==> src/rtl/isq_pkg.sv <==
package isq_pkg;

    localparam int THR_W = 4;

    typedef logic [THR_W-1:0] run_t;

    typedef struct packed {
        logic in_sync;
        run_t good;
        run_t bad;
    } dip_st_t;

    typedef struct packed {
        logic oor;
        logic have;
        logic last;
    } dsk_st_t;

    function automatic run_t sat_inc(run_t v);
        return (v == '1) ? v : run_t'(v + 1'b1);
    endfunction

endpackage

==> src/rtl/isq_clk_presence.sv <==
module isq_clk_presence #(
    parameter int WDOG_CYCLES = 16,
    parameter int SYNC_STAGES = 2
) (
    input  logic clk,
    input  logic rst_n,
    input  logic ing_clk_div,
    output logic clk_avail
);
    localparam int CW = $clog2(WDOG_CYCLES + 1);

    typedef struct packed {
        logic [SYNC_STAGES-1:0] sync;
        logic                   prev;
        logic [CW-1:0]          cnt;
        logic                   avail;
    } cp_st_t;

    cp_st_t q, d;
    logic   toggle;

    always_comb begin
        d      = q;
        d.sync = {q.sync[SYNC_STAGES-2:0], ing_clk_div};
        d.prev = q.sync[SYNC_STAGES-1];
        toggle = q.sync[SYNC_STAGES-1] ^ q.prev;
        if (toggle) begin
            d.cnt   = CW'(WDOG_CYCLES);
            d.avail = 1'b1;
        end else if (q.cnt != '0) begin
            d.cnt = q.cnt - 1'b1;
            if (q.cnt == CW'(1)) begin
                d.avail = 1'b0;
            end
        end
    end

    always_ff @(posedge clk) begin
        if (!rst_n) begin
            q <= '0;
        end else begin
            q <= d;
        end
    end

    assign clk_avail = q.avail;


    toggle_sets_avail_chk: assert property (@(posedge clk) disable iff (!rst_n)
        toggle |=> clk_avail);

endmodule

==> src/rtl/isq_dip_tracker.sv <==
module isq_dip_tracker
    import isq_pkg::*;
(
    input  logic clk,
    input  logic rst_n,
    input  logic enable,
    input  logic clk_avail,
    input  logic dip_valid,
    input  logic dip_err,
    input  run_t insync_thr,
    input  run_t outsync_thr,
    output logic in_sync
);
    dip_st_t q, d;

    always_comb begin
        d = q;
        if (!enable || !clk_avail) begin
            d = '0;
        end else if (dip_valid) begin
            if (!dip_err) begin
                d.bad  = '0;
                d.good = sat_inc(q.good);
                if (!q.in_sync && (d.good >= insync_thr)) begin
                    d.in_sync = 1'b1;
                end
            end else begin
                d.good = '0;
                d.bad  = sat_inc(q.bad);
                if (q.in_sync && (d.bad >= outsync_thr)) begin
                    d.in_sync = 1'b0;
                end
            end
        end
    end

    always_ff @(posedge clk) begin
        if (!rst_n) begin
            q <= '0;
        end else begin
            q <= d;
        end
    end

    assign in_sync = q.in_sync;


    rise_on_good_chk: assert property (@(posedge clk) disable iff (!rst_n)
        $rose(in_sync) |-> $past(dip_valid && !dip_err));


    fall_on_err_chk: assert property (@(posedge clk) disable iff (!rst_n)
        $fell(in_sync) |-> $past(!enable || !clk_avail || (dip_valid && dip_err)));


    clk_loss_drop_chk: assert property (@(posedge clk) disable iff (!rst_n)
        !clk_avail |=> !in_sync);

endmodule

==> src/rtl/isq_deskew_qual.sv <==
module isq_deskew_qual
    import isq_pkg::*;
(
    input  logic clk,
    input  logic rst_n,
    input  logic enable,
    input  logic confirm,
    input  logic dsk_valid,
    input  logic dsk_in_range,
    output logic dsk_oor
);
    dsk_st_t q, d;

    always_comb begin
        d = q;
        if (!enable) begin
            d = '0;
        end else if (dsk_valid) begin
            if (!confirm || (q.have && (q.last == dsk_in_range))) begin
                d.oor = !dsk_in_range;
            end
            d.last = dsk_in_range;
            d.have = 1'b1;
        end
    end

    always_ff @(posedge clk) begin
        if (!rst_n) begin
            q <= '0;
        end else begin
            q <= d;
        end
    end

    assign dsk_oor = q.oor;


    single_accept_chk: assert property (@(posedge clk) disable iff (!rst_n)
        (enable && !confirm && dsk_valid) |=> (dsk_oor == !$past(dsk_in_range)));


    hold_without_result_chk: assert property (@(posedge clk) disable iff (!rst_n)
        (enable && confirm && !dsk_valid) |=> $stable(dsk_oor));


    disabled_clear_chk: assert property (@(posedge clk) disable iff (!rst_n)
        !enable |=> !dsk_oor);

endmodule

==> src/rtl/ingress_sync_qualifier.sv <==
module ingress_sync_qualifier
    import isq_pkg::*;
#(
    parameter int WDOG_CYCLES = 16,
    parameter int SYNC_STAGES = 2
) (
    input  logic             clk,
    input  logic             rst_n,
    input  logic             enable,
    input  logic             dsk_confirm,
    input  logic [THR_W-1:0] insync_thr,
    input  logic [THR_W-1:0] outsync_thr,
    input  logic             dip_valid,
    input  logic             dip_err,
    input  logic             dsk_valid,
    input  logic             dsk_in_range,
    input  logic             ing_clk_div,
    output logic             sync_ok,
    output logic             dsk_oor,
    output logic             clk_avail
);
    logic avail_w;

    isq_clk_presence #(
        .WDOG_CYCLES(WDOG_CYCLES),
        .SYNC_STAGES(SYNC_STAGES)
    ) u_clk_presence (
        .clk        (clk),
        .rst_n      (rst_n),
        .ing_clk_div(ing_clk_div),
        .clk_avail  (avail_w)
    );

    isq_dip_tracker u_dip_tracker (
        .clk        (clk),
        .rst_n      (rst_n),
        .enable     (enable),
        .clk_avail  (avail_w),
        .dip_valid  (dip_valid),
        .dip_err    (dip_err),
        .insync_thr (insync_thr),
        .outsync_thr(outsync_thr),
        .in_sync    (sync_ok)
    );

    isq_deskew_qual u_deskew_qual (
        .clk         (clk),
        .rst_n       (rst_n),
        .enable      (enable),
        .confirm     (dsk_confirm),
        .dsk_valid   (dsk_valid),
        .dsk_in_range(dsk_in_range),
        .dsk_oor     (dsk_oor)
    );

    assign clk_avail = avail_w;


    disabled_no_sync_chk: assert property (@(posedge clk) disable iff (!rst_n)
        !enable |=> !sync_ok);

endmodule

==> config.mk <==
export PLATFORM = sky130hd
export DESIGN_NAME = ingress_sync_qualifier
export DESIGN_NICKNAME = d
export VERILOG_FILES = /design/src/rtl/isq_pkg.sv /design/src/rtl/isq_clk_presence.sv /design/src/rtl/isq_dip_tracker.sv /design/src/rtl/isq_deskew_qual.sv /design/src/rtl/ingress_sync_qualifier.sv
export SDC_FILE = /design/constraint.sdc
export NUM_CORES = 1
export LEC_CHECK = 0
export BUFFER_PORTS_ARGS = -buffer_cell sky130_fd_sc_hd__buf_2
export CAP_MARGIN = 20
export CELL_PAD_IN_SITES_DETAIL_PLACEMENT = 1
export CELL_PAD_IN_SITES_GLOBAL_PLACEMENT = 1
export CORE_ASPECT_RATIO = 1.25
export CORE_UTILIZATION = 39
export CTS_BUF_LIST = sky130_fd_sc_hd__clkbuf_4
export CTS_CLUSTER_SIZE = 28
export DETAILED_ROUTE_END_ITERATION = 16
export PLACE_DENSITY_LB_ADDON = 0.1
export SLEW_MARGIN = 20
export SYNTH_ARGS = -nofsm -noshare
export SYNTH_HDL_FRONTEND = slang
export SYNTH_SLANG_ARGS = --single-unit
==> constraint.sdc <==
create_clock -name clk -period 1.69 [get_ports clk]
set_input_delay 0.0845 -clock clk [delete_from_list [all_inputs] [get_ports clk]]
set_output_delay 0.0845 -clock clk [all_outputs]
set_load 0.005 [all_outputs]
==> metrics.yaml, run 1 <==
run_status:
  run_status: "finished, violations left"
  violations: "negative setup slack"
synth:
  synth_cell_type_count: 30
  netlist_area_sq_mm: 0.001204
  netlist_top_cells_area: "dfxtp_1, ha_1, nor2_1"
  synth-seq-area-share: 0.3493
  synthDominantCellAreaShare: 0.3493
  post_synth.cell_area_avg_sq_um: 8.537
  synth_top_cell_by_area: "dfxtp_1"
  postSynthCellCount: 141
  yosysWarningCount: 0
  synth_fp_nets: 171
  postSynthRegisterBits: 21
placement:
  gp_routability_congestion: 0.7911
  placedInstanceArea_sq_mm: 0.001455
  port_buffers: 19
  place.detailed.hpwl_mm: 2.245
detailed_routing:
  drc: 0
  avgViaCountPerCell: 5.189
  detailedRoute.firstPassIterationCount: 3
  drt-total-wl_mm: 3.134
  detail_route.wl_per_cell_um: 14.12
  initialDrtViolationCount: 12
  routed-via-count: 1152
  antenna_violating_nets_post_route: 0
timing:
  finalSetupViolations: 1
  achievable-frequency_mhz: 571.2
  grt_setup_unrepaired: "yes"
  final.setup_skew_ps: 4.075
  final.hold.worst_slack_ps: 28.47
  worst_pin_slew_ps: 433.1
  clock_period_minus_worst_slack_ps: 1751
  setup_ws_ps: -60.58
  max-slew-margin-rel: 0.7105
  maxSlewViolCount: 0
  finalSetupTns_ps: -60.58
  final-hold-violation-count: 0
  post-route-period-util: 1.036
clock_tree:
  clock_tree_from_tritoncts: "done"
  cts-htree-levels: 1
  cts_made_buffers: 3
  path_clk_slew_ps: 120
  tritoncts_sinks: 21
  insertion_delay_ps: 300
  clock-root-buffer: "clkbuf_4"
  clk_path_buf_depth: 2
grt:
  grt_pass1_wl_mm: 5.112
  gr-total-overflow: 0
  initial_antenna_violation_count: 0
  global_route.usage.total: 0.2061
  grt_pass1_vias: 1214
  grt_start_max_net_pins: 13
final_layout:
  drive_above_1_share: 0.3817
  nNetsFinal: 217
  fillerInstances: 352
  layout.cell_area.non_filler_sq_mm: 0.001658
  synth_to_final_area_change_pct: 37.73
  antennaDiodeCount: 0
floorplan:
  die_w_um: 51.69
  die_h_um: 64.11
  start_util: 0.4087
  design.portCount: 20
  fp.dieArea_sq_mm: 0.003314
  coreArea_sq_mm: 0.002945
  floorplan.rows: 22
setup_path:
  path_class: "reg -> reg"
  worstPathMaxFanout: 4
  setup.worst_path.start_class: "flop"
  cp-end-kind: "flop"
  critPathRequiredTime_ps: 1920
  critical_path_at_ps: 1990
power_and_ir_drop:
  cellPowerDensity_mw_per_mm2: 782.7
  total_power_mw: 1.298
  power.ir.vdd_worst_uv: 626.2
  leakagePower_nw: 0.7377
min_path:
  hold_class: "in -> reg"
job:
  max_cap_viol_count: 0
## critical path, stage by stage, from the launching register on
cell,delay (ps)
dfxtp_2,370
ha_4,170
nand3_4,90
mux2_4,330
ha_4,150
a21o_1,150
a31oi_1,170
o211ai_1,120
a21oi_1,140
## cell families after synthesis
family	Yosys count	synth area share
AND/OR/NAND/NOR	55	0.2412
AO/OA/AOI/OAI	31	0.1590
flip-flops	21	0.3493
adder cells (fa/ha/maj)	13	0.1351
buffers and inverters	12	0.03846
XOR/XNOR	6	0.04366
multiplexers	3	0.03327
## synthesized netlist by cell type (all sizes together)
cell type,instances
o211ai,2
a21boi,3
or2b,1
clkbuf,1
and2b,3
and2,4
nand2b,2
o21ai,6
ha,13
buf,1
mux2i,1
nor3b,1
a21oi,13
inv,10
a211oi,1
nand3,4
nor3,2
nand2,11
a21o,1
xnor2,6
nand3b,4
nor2b,7
a31oi,3
dfxtp,21
mux2,2
nor2,16
a41oi,2
## where the power goes
| group | leakage, nW | total [mW] | internal, mW | switching, mW |
|---|---|---|---|---|
| clock | 0.0177 | 0.247 | 0.0882 | 0.159 |
| combinational | 0.546 | 0.432 | 0.208 | 0.224 |
| sequential | 0.174 | 0.619 | 0.560 | 0.0593 |
| total | 0.738 | 1.30 | 0.856 | 0.442 |
## through the flow
stage / setup slack [ps] / utilization / std cells
after detailed placement: -118.2 / 0.4941 / 206
after global routing: -168.6 / 0.5629 / 222
after CTS: -72.37 / 0.5319 / 218
after global placement: -69.82 / 0.4941 / 206
final: -60.58 / 0.5629 / 222
after floorplan: 6.547 / - / 141
## metal layers
metal	up-vias	track usage	part of all wire
li1	570	-	-
met1	557	0.2188	0.42
met2	19	0.3864	0.54
met3	6	0.02857	0.017
met4	0	0.09122	0.021
met5	-	0	0
## state kept, by name, indices dropped and copies added, names as in the netlist
name and cells:
u_deskew_qual.dsk_oor 1, u_clk_presence.d 2, u_deskew_qual.q 2, u_dip_tracker.in_sync 1, u_clk_presence.clk_avail 1, u_clk_presence.q 6
u_dip_tracker.q 8
## cell usage in the layout, fill, tap and decap left out, drive strengths merged
cell / n
and2: 4
mux2i: 1
nand2b: 2
or2b: 1
nor3b: 1
mux2: 2
a21oi: 13
a21boi: 3
a211oi: 1
buf: 42
inv: 10
a21o: 1
nand2: 11
xnor2: 6
dfxtp: 21
a31oi: 3
nor2b: 7
nand3: 4
clkbuf: 3
o211ai: 2
a41oi: 2
nand3b: 4
nor3: 2
o21ai: 6
dlygate4sd3: 1
ha: 13
nor2: 16
and2b: 3
clkinv: 1
## final timing paths
check / start / endpoint / slack [ps] / cells after the start
worst min register to register: u_clk_presence.d[8] / u_clk_presence.d[6] / 460 / 1
worst max register to register: u_dip_tracker.q[1] / u_dip_tracker.in_sync / -60 / 8
worst max-delay path: u_dip_tracker.q[1] / u_dip_tracker.in_sync / -60 / 8
worst min-delay path: dsk_valid / u_deskew_qual.q[1] / 30 / 3
## layout make-up
type	instances	area, sq um	area share
Multi-Input combinational cell	108	842.1	0.5079
Inverter	10	37.54	0.02264
Clock inverter	1	5.005	0.003019
Sequential cell	21	427.9	0.2581
Tap cell	36	45.04	0.02717
Timing Repair Buffer	43	277.8	0.1675
Clock buffer	3	22.52	0.01358
## repair_timing
| action | CTS | global route |
|---|---|---|
| hold endpoints to repair | 1 | 0 |
| resized for setup | 5 | 14 |
| endpoints found under the setup margin | 1 | 1 |
| pin swaps | 7 | 9 |
| hold buffers | 1 | 0 |
| setup buffers | 7 | 4 |
Note: power is estimated with default switching activity, not from simulation.
==> inputs of run 2 (changes only) <==
--- a/config.mk
+++ b/config.mk
@@ -14,7 +14,7 @@
 export CTS_BUF_LIST = sky130_fd_sc_hd__clkbuf_4
 export CTS_CLUSTER_SIZE = 28
 export DETAILED_ROUTE_END_ITERATION = 16
-export PLACE_DENSITY_LB_ADDON = 0.1
+export PLACE_DENSITY = 0.75
 export SLEW_MARGIN = 20
 export SYNTH_ARGS = -nofsm -noshare
 export SYNTH_HDL_FRONTEND = slang
==> metrics.yaml, run 2 (synthesis results as in run 1) <==
floorplan:
  fp.dieArea_sq_mm: 0.003314
  die_w_um: 51.69
  start_util: 0.4087
  die_h_um: 64.11
  coreArea_sq_mm: 0.002945
  floorplan.rows: 22
  design.portCount: 20
clock_tree:
  cts-htree-levels: 1
  path_clk_slew_ps: 120
  insertion_delay_ps: 310
  cts_made_buffers: 3
  clock-root-buffer: "clkbuf_4"
  clock_tree_from_tritoncts: "done"
  tritoncts_sinks: 21
  clk_path_buf_depth: 2
power_and_ir_drop:
  power.ir.vdd_worst_uv: 793.0
  leakagePower_nw: 0.7208
  total_power_mw: 1.322
  cellPowerDensity_mw_per_mm2: 828.5
run_status:
  run_status: "finished, violations left"
  violations: "negative setup slack"
final_layout:
  fillerInstances: 378
  antennaDiodeCount: 0
  biggestRegsByFlops: "u_dip_tracker.q (8), u_clk_presence.q (6)"
  max_flop_register: "u_dip_tracker.q"
  synth_to_final_area_change_pct: 32.54
  drive_above_1_share: 0.3352
  layout.cells.most_common_list: "buf_2, buf_4, nor2_1, dfxtp_1, nand2_1"
  multi_input_area_sq_um: 808.3
  register_area_sq_um: 426.7
  largest_reg_flops: 8
  nNetsFinal: 213
placement:
  placement.setup.worst_slack_ps: -196.3
  gp_routability_congestion: 0.7365
  port_buffers: 19
  place.detailed.hpwl_mm: 2.192
setup_path:
  r2r_end: "u_dip_tracker.in_sync"
  worstPathMaxFanout: 4
  reg2reg_slack_ps: -90
  setup.worst_path.start_class: "flop"
  worst-r2r-cell-count: 8
  worst_r2r_startpoint: "u_dip_tracker.q[0]"
  critPathRequiredTime_ps: 1930
  critPathCapture: "u_dip_tracker.in_sync"
  timing.critical_path.from: "u_dip_tracker.q[0]"
  critical-path-max-stage-delay_ps: 360
  worst_path_max_delay_cell: "dfxtp_2"
  path_class: "reg -> reg"
  cp_cell_sequence: "ha_4 -> nor2b_4 -> a21oi_2 -> ha_1 -> a21o_1 -> a31oi_2 -> o211ai_1 -> a21oi_1"
  cp-end-kind: "flop"
  critical_path_at_ps: 2020
detailed_routing:
  drt-total-wl_mm: 2.847
  routed-via-count: 1103
  drc: 0
  avgViaCountPerCell: 5.060
  initialDrtViolationCount: 9
  detailedRoute.firstPassIterationCount: 2
  antenna_violating_nets_post_route: 0
  detail_route.wl_per_cell_um: 13.06
grt:
  gr-total-overflow: 0
  grt_start_max_net_pins: 12
  grt_pass1_wl_mm: 4.899
  grt_pass1_vias: 1198
  global_route.usage.total: 0.1987
  initial_antenna_violation_count: 0
timing:
  final.setup_skew_ps: 2.229
  achievable-frequency_mhz: 561.3
  clock_period_minus_worst_slack_ps: 1782
  final.hold.worst_slack_ps: 17.70
  setup_ws_ps: -91.55
  post-route-period-util: 1.054
  finalSetupViolations: 1
  final-hold-violation-count: 0
  max-slew-margin-rel: 0.7452
  worst_pin_slew_ps: 381.2
  maxSlewViolCount: 0
  grt_setup_unrepaired: "yes"
job:
  max_cap_viol_count: 0
min_path:
  hold_class: "in -> reg"
  worst_hold_path_cells: 3
run 2: worst min-delay path by stage:
stage	startpoint	endpoint	slack [ps]
6_report	dsk_valid	u_deskew_qual.q[1]	20
5_1_grt	dsk_valid	u_deskew_qual.q[1]	50
4_1_cts	dsk_valid	u_deskew_qual.q[1]	10
3_5_place_dp	ing_clk_div	u_clk_presence.d[8]	300
3_3_place_gp	ing_clk_div	u_clk_presence.d[8]	290
2_1_floorplan	dsk_valid	u_deskew_qual.q[1]	200
run 2: power by group:
group	internal [mW]	switching, mW
logic	0.206	0.228
clock network	0.108	0.162
registers	0.560	0.0581
run 2: repair_timing:
action | in CTS | in global routing
hold buffers | 1 | 0
resized for setup | 4 | 7
cloned | 0 | 0
setup buffers | 6 | 1
setup endpoints to repair | 1 | 1
pin swaps | 5 | 3
hold endpoints to repair | 1 | 0
run 2: area by class of cell:
class / count / share of cell area
Sequential cell: 21 / 0.2675
Clock buffer: 4 / 0.01882
Timing Repair Buffer: 39 / 0.1553
Inverter: 10 / 0.02353
Tap cell: 36 / 0.02824
Multi-Input combinational cell: 108 / 0.5067
run 2: critical path, delay by kind of cell (launching register included):
kind / cells / cell delay [ps]
DFF: 1 / 360
adders and majority gates: 2 / 450
AOI/OAI and AO/OA: 5 / 780
and+or+nand+nor: 1 / 120
run 2: metal layers:
metal / up-vias / GRT usage / part of all wire
met2: 17 / 0.4091 / 0.58
met5: - / 0 / 0
li1: 562 / - / -
met1: 520 / 0.1891 / 0.39
met4: 0 / 0.06081 / 0.012
met3: 4 / 0.02857 / 0.022
run 2: per-stage QoR:
step / setup TNS (ps) / cells / utilization / instance area, sq um
3_5_place_dp: -196.3 / 206 / 0.4941 / 1455
5_1_grt: -195.5 / 218 / 0.5416 / 1595
2_1_floorplan: 0 / 141 / - / 1234
3_3_place_gp: -107.6 / 206 / 0.4941 / 1455
4_1_cts: -127.0 / 217 / 0.5297 / 1560
6_report: -91.55 / 218 / 0.5416 / 1595
